**config.mk**
```make
export PLATFORM = sky130hd
export DESIGN_NAME = par_port_ctrl
export DESIGN_NICKNAME = d
export VERILOG_FILES = /design/src/rtl/ppc_pkg.sv /design/src/rtl/ppc_ctrl.sv /design/src/rtl/ppc_out_latch.sv /design/src/rtl/ppc_read_mux.sv /design/src/rtl/par_port_ctrl.sv
export SDC_FILE = /design/constraint.sdc
export NUM_CORES = 1
export LEC_CHECK = 0
export BUFFER_PORTS_ARGS = -buffer_cell sky130_fd_sc_hd__buf_2
export CAP_MARGIN = 30
export CORE_ASPECT_RATIO = 1.2
export CORE_UTILIZATION = 47
export DETAILED_ROUTE_END_ITERATION = 8
export PLACE_DENSITY = 0.88
export SLEW_MARGIN = 25
export SYNTH_ARGS = -nofsm -noshare
export SYNTH_HDL_FRONTEND = slang
export SYNTH_SLANG_ARGS = --single-unit
```
**constraint.sdc**
```tcl
create_clock -name clk -period 1.6 [get_ports clk]
set_input_delay 0.16 -clock clk [delete_from_list [all_inputs] [get_ports clk]]
set_output_delay 0.16 -clock clk [all_outputs]
set_load 0.02 [all_outputs]
```
**src/rtl/ppc_pkg.sv**
```systemverilog
// Package: shared types for the parallel port controller.
// Assumes 8-bit ports and a 7-bit stored configuration word.
package ppc_pkg;

    // Stored configuration, bit order matches the written data bits 6..0
    typedef struct packed {
        logic [1:0] a_mode;   // group A operating-mode code
        logic       a_in;     // port A is input
        logic       cu_in;    // port C upper half is input
        logic       b_mode;   // group B operating-mode code
        logic       b_in;     // port B is input
        logic       cl_in;    // port C lower half is input
    } cfg_t;

    localparam cfg_t CFG_RESET = 7'h1B;

    typedef enum logic [1:0] {
        SEL_A    = 2'd0,
        SEL_B    = 2'd1,
        SEL_C    = 2'd2,
        SEL_CTRL = 2'd3
    } reg_sel_e;

endpackage

```
**src/rtl/ppc_ctrl.sv**
```systemverilog
// Module: ppc_ctrl
// Decodes processor writes into configuration loads, port C bit commands
// and per-port latch loads, and holds the configuration register.
// Assumes a write lasts one clock with cs_n and wr_n low.
module ppc_ctrl
    import ppc_pkg::*;
#(
    parameter int W     = 8,
    parameter int NPORT = 3,
    localparam int SELW = $clog2(W)
) (
    input  logic             clk,
    input  logic             rst_n,
    input  logic             cs_n,
    input  logic             wr_n,
    input  logic [1:0]       addr,
    input  logic [W-1:0]     din,
    output cfg_t             cfg,
    output logic             cfg_wr,
    output logic             bit_wr,
    output logic [SELW-1:0]  bit_sel,
    output logic             bit_val,
    output logic [NPORT-1:0] port_wr
);

    logic wr_act;
    logic ctl_hit;

    // Qualify the write strobe and find control-address accesses
    always_comb begin
        wr_act  = !cs_n && !wr_n;
        ctl_hit = wr_act && (addr == SEL_CTRL);
        cfg_wr  = ctl_hit && din[W-1];
        bit_wr  = ctl_hit && !din[W-1];
        bit_sel = din[SELW:1];
        bit_val = din[0];
    end

    // One load strobe per port latch address
    for (genvar p = 0; p < NPORT; p++) begin : g_port_dec
        assign port_wr[p] = wr_act && (addr == 2'(p));
    end

    // Configuration register: reset value, or load on a configuration write
    always_ff @(posedge clk) begin
        if (!rst_n)
            cfg <= CFG_RESET;
        else if (cfg_wr)
            cfg <= cfg_t'(din[W-2:0]);
    end

    a_r2_cfg_load: assert property (@(posedge clk) disable iff (!rst_n)
        cfg_wr |=> cfg == cfg_t'($past(din[W-2:0])));
    a_r6_bit_cmd_keeps_cfg: assert property (@(posedge clk) disable iff (!rst_n)
        bit_wr |=> $stable(cfg));
    a_r9_deselect_keeps_cfg: assert property (@(posedge clk) disable iff (!rst_n)
        cs_n |=> $stable(cfg));

endmodule

```
**src/rtl/ppc_out_latch.sv**
```systemverilog
// Module: ppc_out_latch
// One port output latch: cleared by a configuration write, loaded whole by a
// port write, or changed one bit at a time by a bit command.
// Assumes clr, ld and bit_en are never active together; clr wins, then ld.
module ppc_out_latch #(
    parameter int W = 8,
    localparam int SELW = $clog2(W)
) (
    input  logic            clk,
    input  logic            rst_n,
    input  logic            clr,
    input  logic            ld,
    input  logic [W-1:0]    ld_data,
    input  logic            bit_en,
    input  logic [SELW-1:0] bit_sel,
    input  logic            bit_val,
    output logic [W-1:0]    q
);

    logic [W-1:0] bit_next;

    // Per-bit next value for the single-bit command
    for (genvar i = 0; i < W; i++) begin : g_bit
        assign bit_next[i] = (bit_sel == SELW'(i)) ? bit_val : q[i];
    end

    // Latch update with priority clear > load > bit command
    always_ff @(posedge clk) begin
        if (!rst_n || clr)
            q <= '0;
        else if (ld)
            q <= ld_data;
        else if (bit_en)
            q <= bit_next;
    end

    a_r4_clear: assert property (@(posedge clk) disable iff (!rst_n)
        clr |=> q == '0);
    a_r6_one_bit: assert property (@(posedge clk) disable iff (!rst_n)
        (bit_en && !clr && !ld) |=> $countones(q ^ $past(q)) <= 1);
    a_r6_bit_hit: assert property (@(posedge clk) disable iff (!rst_n)
        (bit_en && !clr && !ld) |=> q[$past(bit_sel)] == $past(bit_val));

endmodule

```
**src/rtl/ppc_read_mux.sv**
```systemverilog
// Module: ppc_read_mux
// Builds processor read data: the latch for output sections, the pins for
// input sections, or the configuration with bit 7 forced high.
// Assumes reads are combinational and have no side effects.
module ppc_read_mux
    import ppc_pkg::*;
#(
    parameter int W = 8,
    localparam int HALF = W / 2
) (
    input  logic         cs_n,
    input  logic         rd_n,
    input  logic [1:0]   addr,
    input  cfg_t         cfg,
    input  logic [W-1:0] a_lat,
    input  logic [W-1:0] b_lat,
    input  logic [W-1:0] c_lat,
    input  logic [W-1:0] a_pin,
    input  logic [W-1:0] b_pin,
    input  logic [W-1:0] c_pin,
    output logic [W-1:0] rdata,
    output logic         rd_oe
);

    logic [W-1:0] c_view;
    logic [W-1:0] sel;

    // Port C view with each half chosen by its own direction bit
    always_comb begin
        c_view[W-1:HALF] = cfg.cu_in ? c_pin[W-1:HALF] : c_lat[W-1:HALF];
        c_view[HALF-1:0] = cfg.cl_in ? c_pin[HALF-1:0] : c_lat[HALF-1:0];
    end

    // Address select and bus qualification
    always_comb begin
        rd_oe = !cs_n && !rd_n;
        unique case (addr)
            SEL_A:    sel = cfg.a_in ? a_pin : a_lat;
            SEL_B:    sel = cfg.b_in ? b_pin : b_lat;
            SEL_C:    sel = c_view;
            default:  sel = {1'b1, cfg};
        endcase
        rdata = rd_oe ? sel : '0;
    end

endmodule

```
**src/rtl/par_port_ctrl.sv**
```systemverilog
// Module: par_port_ctrl (top)
// Three-port parallel I/O controller with a processor bus side. Connects the
// write decoder, three output latches and the read multiplexer, and derives
// the pad output enables from the direction bits.
// Assumes synchronous bus sampling on clk and external tri-state pads.
module par_port_ctrl
    import ppc_pkg::*;
#(
    parameter int W = 8,
    localparam int HALF  = W / 2,
    localparam int NPORT = 3,
    localparam int SELW  = $clog2(W)
) (
    input  logic         clk,
    input  logic         rst_n,
    input  logic         cs_n,
    input  logic         rd_n,
    input  logic         wr_n,
    input  logic [1:0]   addr,
    input  logic [W-1:0] din,
    output logic [W-1:0] dout,
    output logic         dout_oe,
    input  logic [W-1:0] pa_in,
    output logic [W-1:0] pa_out,
    output logic [W-1:0] pa_oe,
    input  logic [W-1:0] pb_in,
    output logic [W-1:0] pb_out,
    output logic [W-1:0] pb_oe,
    input  logic [W-1:0] pc_in,
    output logic [W-1:0] pc_out,
    output logic [W-1:0] pc_oe
);

    cfg_t             cfg;
    logic             cfg_wr;
    logic             bit_wr;
    logic [SELW-1:0]  bit_sel;
    logic             bit_val;
    logic [NPORT-1:0] port_wr;

    ppc_ctrl #(.W(W), .NPORT(NPORT)) u_ctrl (
        .clk     (clk),
        .rst_n   (rst_n),
        .cs_n    (cs_n),
        .wr_n    (wr_n),
        .addr    (addr),
        .din     (din),
        .cfg     (cfg),
        .cfg_wr  (cfg_wr),
        .bit_wr  (bit_wr),
        .bit_sel (bit_sel),
        .bit_val (bit_val),
        .port_wr (port_wr)
    );

    ppc_out_latch #(.W(W)) u_lat_a (
        .clk (clk), .rst_n (rst_n), .clr (cfg_wr),
        .ld (port_wr[SEL_A]), .ld_data (din),
        .bit_en (1'b0), .bit_sel (bit_sel), .bit_val (bit_val),
        .q (pa_out)
    );

    ppc_out_latch #(.W(W)) u_lat_b (
        .clk (clk), .rst_n (rst_n), .clr (cfg_wr),
        .ld (port_wr[SEL_B]), .ld_data (din),
        .bit_en (1'b0), .bit_sel (bit_sel), .bit_val (bit_val),
        .q (pb_out)
    );

    ppc_out_latch #(.W(W)) u_lat_c (
        .clk (clk), .rst_n (rst_n), .clr (cfg_wr),
        .ld (port_wr[SEL_C]), .ld_data (din),
        .bit_en (bit_wr), .bit_sel (bit_sel), .bit_val (bit_val),
        .q (pc_out)
    );

    ppc_read_mux #(.W(W)) u_rd (
        .cs_n  (cs_n),
        .rd_n  (rd_n),
        .addr  (addr),
        .cfg   (cfg),
        .a_lat (pa_out),
        .b_lat (pb_out),
        .c_lat (pc_out),
        .a_pin (pa_in),
        .b_pin (pb_in),
        .c_pin (pc_in),
        .rdata (dout),
        .rd_oe (dout_oe)
    );

    // Pad output enables follow the direction bits section by section
    always_comb begin
        pa_oe = {W{!cfg.a_in}};
        pb_oe = {W{!cfg.b_in}};
        pc_oe = {{HALF{!cfg.cu_in}}, {HALF{!cfg.cl_in}}};
    end

    a_r3_oe_uniform: assert property (@(posedge clk) disable iff (!rst_n)
        (pa_oe == '0 || pa_oe == '1) && (pb_oe == '0 || pb_oe == '1));
    a_r3_oe_follows_write: assert property (@(posedge clk) disable iff (!rst_n)
        cfg_wr |=> pa_oe[0] == !$past(din[4]) && pb_oe[0] == !$past(din[1]));
    a_r8_bus_idle: assert property (@(posedge clk) disable iff (!rst_n)
        cs_n |-> (!dout_oe && dout == '0));
    a_r9_deselect_holds_latches: assert property (@(posedge clk) disable iff (!rst_n)
        cs_n |=> $stable(pa_out) && $stable(pb_out) && $stable(pc_out));

endmodule

```
==> impl_results.md <==
- Outcome: complete, but fails checks
- Failing checks: negative setup slack
- Final Skew: 0 ps
- Peak supply drop: 0.4946 mV
- Psw: 536.0 uW
- ANT cells: 0
- Cells after DPL: 361
- Syn. warnings: 0
- Grt total ovfl: 0
- CTS buffer count: 5
- Yosys reg bits: 31
- Fin. Hold Viols: 0
- Post-synth EDFFs: 0
- Worst-path fanout max: 10
- Filler-free cell count of the finished design: 373
- Nets: 357
- Sw frac: 28.74%
- Dominant synthesized flop cell: dfxtp_1
- Combinational power share: 20.1%
- Clock network fraction of total power: 37.2%
- Rel. slew slack: 64.04%
- RSZ-0062 raised after global routing: true
- Worst-margin pin slew: 534.5 ps
- Placement Cell Area: 2424 um^2
- Pwr/cell area: 703.5 nW/um^2
- Leakage: 1.389 nW
- Design area: 2651 um^2
- Crit path DAT: 1550 ps
- Fmax: 586.1 MHz
- CP Capture Type: output pin
- Die W: 61.77 um
- Max Slew Vio Count: 0
- Post-synth cell types: 35
- Crit Path Class: reg -> out
- Largest net degree at the start of global routing: 18
- Final min period: 1706 ps
- Int Pwr: 1.329 mW
- Fillers: 333
- # IOs: 96
- Clock tree buffer depth: 2
- Port Buffer Count: 95
- Dpl hpwl: 4532 um
- H-Tree Depth: 2
- # rows: 25
- Global Route Usage Sum: 29.16%
- Pre-CTS setup slack: 85.24 ps
- Core Box Area: 4035 um^2
- Most frequent cells in the layout: buf_2 (87), mux2i_1 (32), nand2_1 (30), dfxtp_1 (27), buf_4 (21)
- Most common cell after layout, fill and taps aside: buf_2
- Final period util: 106.6%
- Die area: 4553 um^2
- Layout cells sized above 1: 48.90%
- Syn Area/Cell: 8.609 um^2
- Vias in the first global route: 2011
- Die height: 73.72 um
- Fin util: 65.71%
- Final setup violation count: 7
- Required @ worst endpoint: 1440 ps
- Final WS setup: -106.2 ps
- DRT antenna net count: 0
- Later-pin clock latency in the skew report: 280 ps
- Area Growth Syn to Fin: 31.61%
- Flop pwr share: 42.7%
- Max-cap violations: 0
- Syn Inst Count: 234
- Reg2reg setup slack: 680 ps
- Root Driver: clkbuf_8
- GPL Wtd Cong: 0.9589
- Clk pin slew, worst setup/hold paths: 70 ps
- DR iter-0 viols: 121
- Syn nets: 273
- Total length of routed wires: 6217 um
- Residual DRC: 0
- Async set or reset register ratio after synthesis: 0%
- Cell Area, Synth: 2014 um^2
- Effective utilization at floorplan: 49.92%
- Via count: 2154
- First-pass GRT wire length: 9535 um
- CTS tree: built
- Hold WC Path Type: in -> reg
- Via density: 5.775
- CP startpoint kind: flop
- Num Clock Sinks: 31
- WL/cell: 16.67 um
- Initial antenna violation count: 0
- First-pass DRT Iterations: 4
- Seq/Total Area, Yosys: 30.81%
-- through the flow --
stage          hold slack [ps]  power, mW  setup TNS, ps
5_1_grt                  111.8      1.937         -718.1
4_1_cts                  112.6      1.856         -223.3
3_3_place_gp             406.4      1.147              0
3_5_place_dp             410.9      1.154              0
2_1_floorplan            221.9      1.027              0
6_report                 123.7      1.865         -443.3
-- metal layers --
metal / global-route usage [%] / up-vias / wire length [um]
li1: - / 979 / -
met1: 34.16 / 1008 / 2343
met2: 47.91 / 136 / 3118
met3: 6.162 / 31 / 489
met4: 16.79 / 0 / 266
met5: 0 / - / 0
-- logic make-up after synthesis --
family | count (synthesis) | share of synthesized area, %
AOI/OAI and AO/OA | 56 | 17.64
muxes | 40 | 20.31
DFF | 31 | 30.81
buffers and inverters | 42 | 13.79
and+or+nand+nor | 65 | 17.45
-- final timing paths --
kind,start,end,cells after the start
min,rst_n,u_ctrl.cfg[3],2
max reg2reg,u_lat_c.q[3],u_lat_c.q[3],3
max,u_ctrl.cfg[4],dout[7],6
min reg2reg,u_lat_b.q[4],u_lat_b.q[4],2
-- repair_timing --
item | 4_1_cts | 5_1_grt
hold buffers | 0 | 0
setup buffers | 2 | 2
pin swaps | 5 | 5
endpoints found under the setup margin | 8 | 8
resized for setup | 23 | 13
-- synth_stat cells (3+ instances only) --
cell,number,area (um^2)
a21oi_1,24,120.1
a22oi_1,3,22.52
a31o_2,3,26.28
buf_2,6,30.03
buf_4,22,165.2
buf_6,4,45.04
clkbuf_1,4,15.01
dfxtp_1,31,620.6
inv_1,5,18.77
mux2_2,7,78.83
mux2i_1,33,330.3
nand2_1,30,112.6
nand2b_1,3,18.77
nor2_1,13,48.80
nor2b_1,3,18.77
o21ai_0,11,55.05
o22a_1,5,43.79
o22ai_1,3,18.77
-- critical path, stage by stage (launching register included) --
cell and delay, ps:
dfxtp_4 360, buf_12 140, mux2i_1 110, mux2i_1 160
o22ai_1 100, nor3_1 190, buf_4 190
-- power by group through the flow --
stage | Combinational [mW] | Clock [mW] | Sequential [mW]
after floorplan | 0.198 | 0 | 0.829
after global placement | 0.331 | 0 | 0.816
after detailed placement | 0.338 | 0 | 0.817
after CTS | 0.354 | 0.702 | 0.800
after global routing | 0.398 | 0.740 | 0.798
final | 0.374 | 0.694 | 0.797
-- flip-flops by register name (all words and copies together), names as in the netlist --
register,cells
u_lat_b.q,8
u_lat_a.q,8
u_lat_c.q,8
u_ctrl.cfg,7
-- layout make-up --
cell class | count | area (um^2) | share of cell area (%)
multi-input cells | 161 | 1161 | 43.79
repair buffers | 114 | 669.4 | 25.25
flip-flops and latches | 31 | 630.6 | 23.78
clock buffers | 7 | 96.34 | 3.634
well taps | 54 | 67.56 | 2.548
inverters | 5 | 18.77 | 0.7079
clock inverters | 1 | 7.507 | 0.2832
Power figures use the tool's default switching activity.
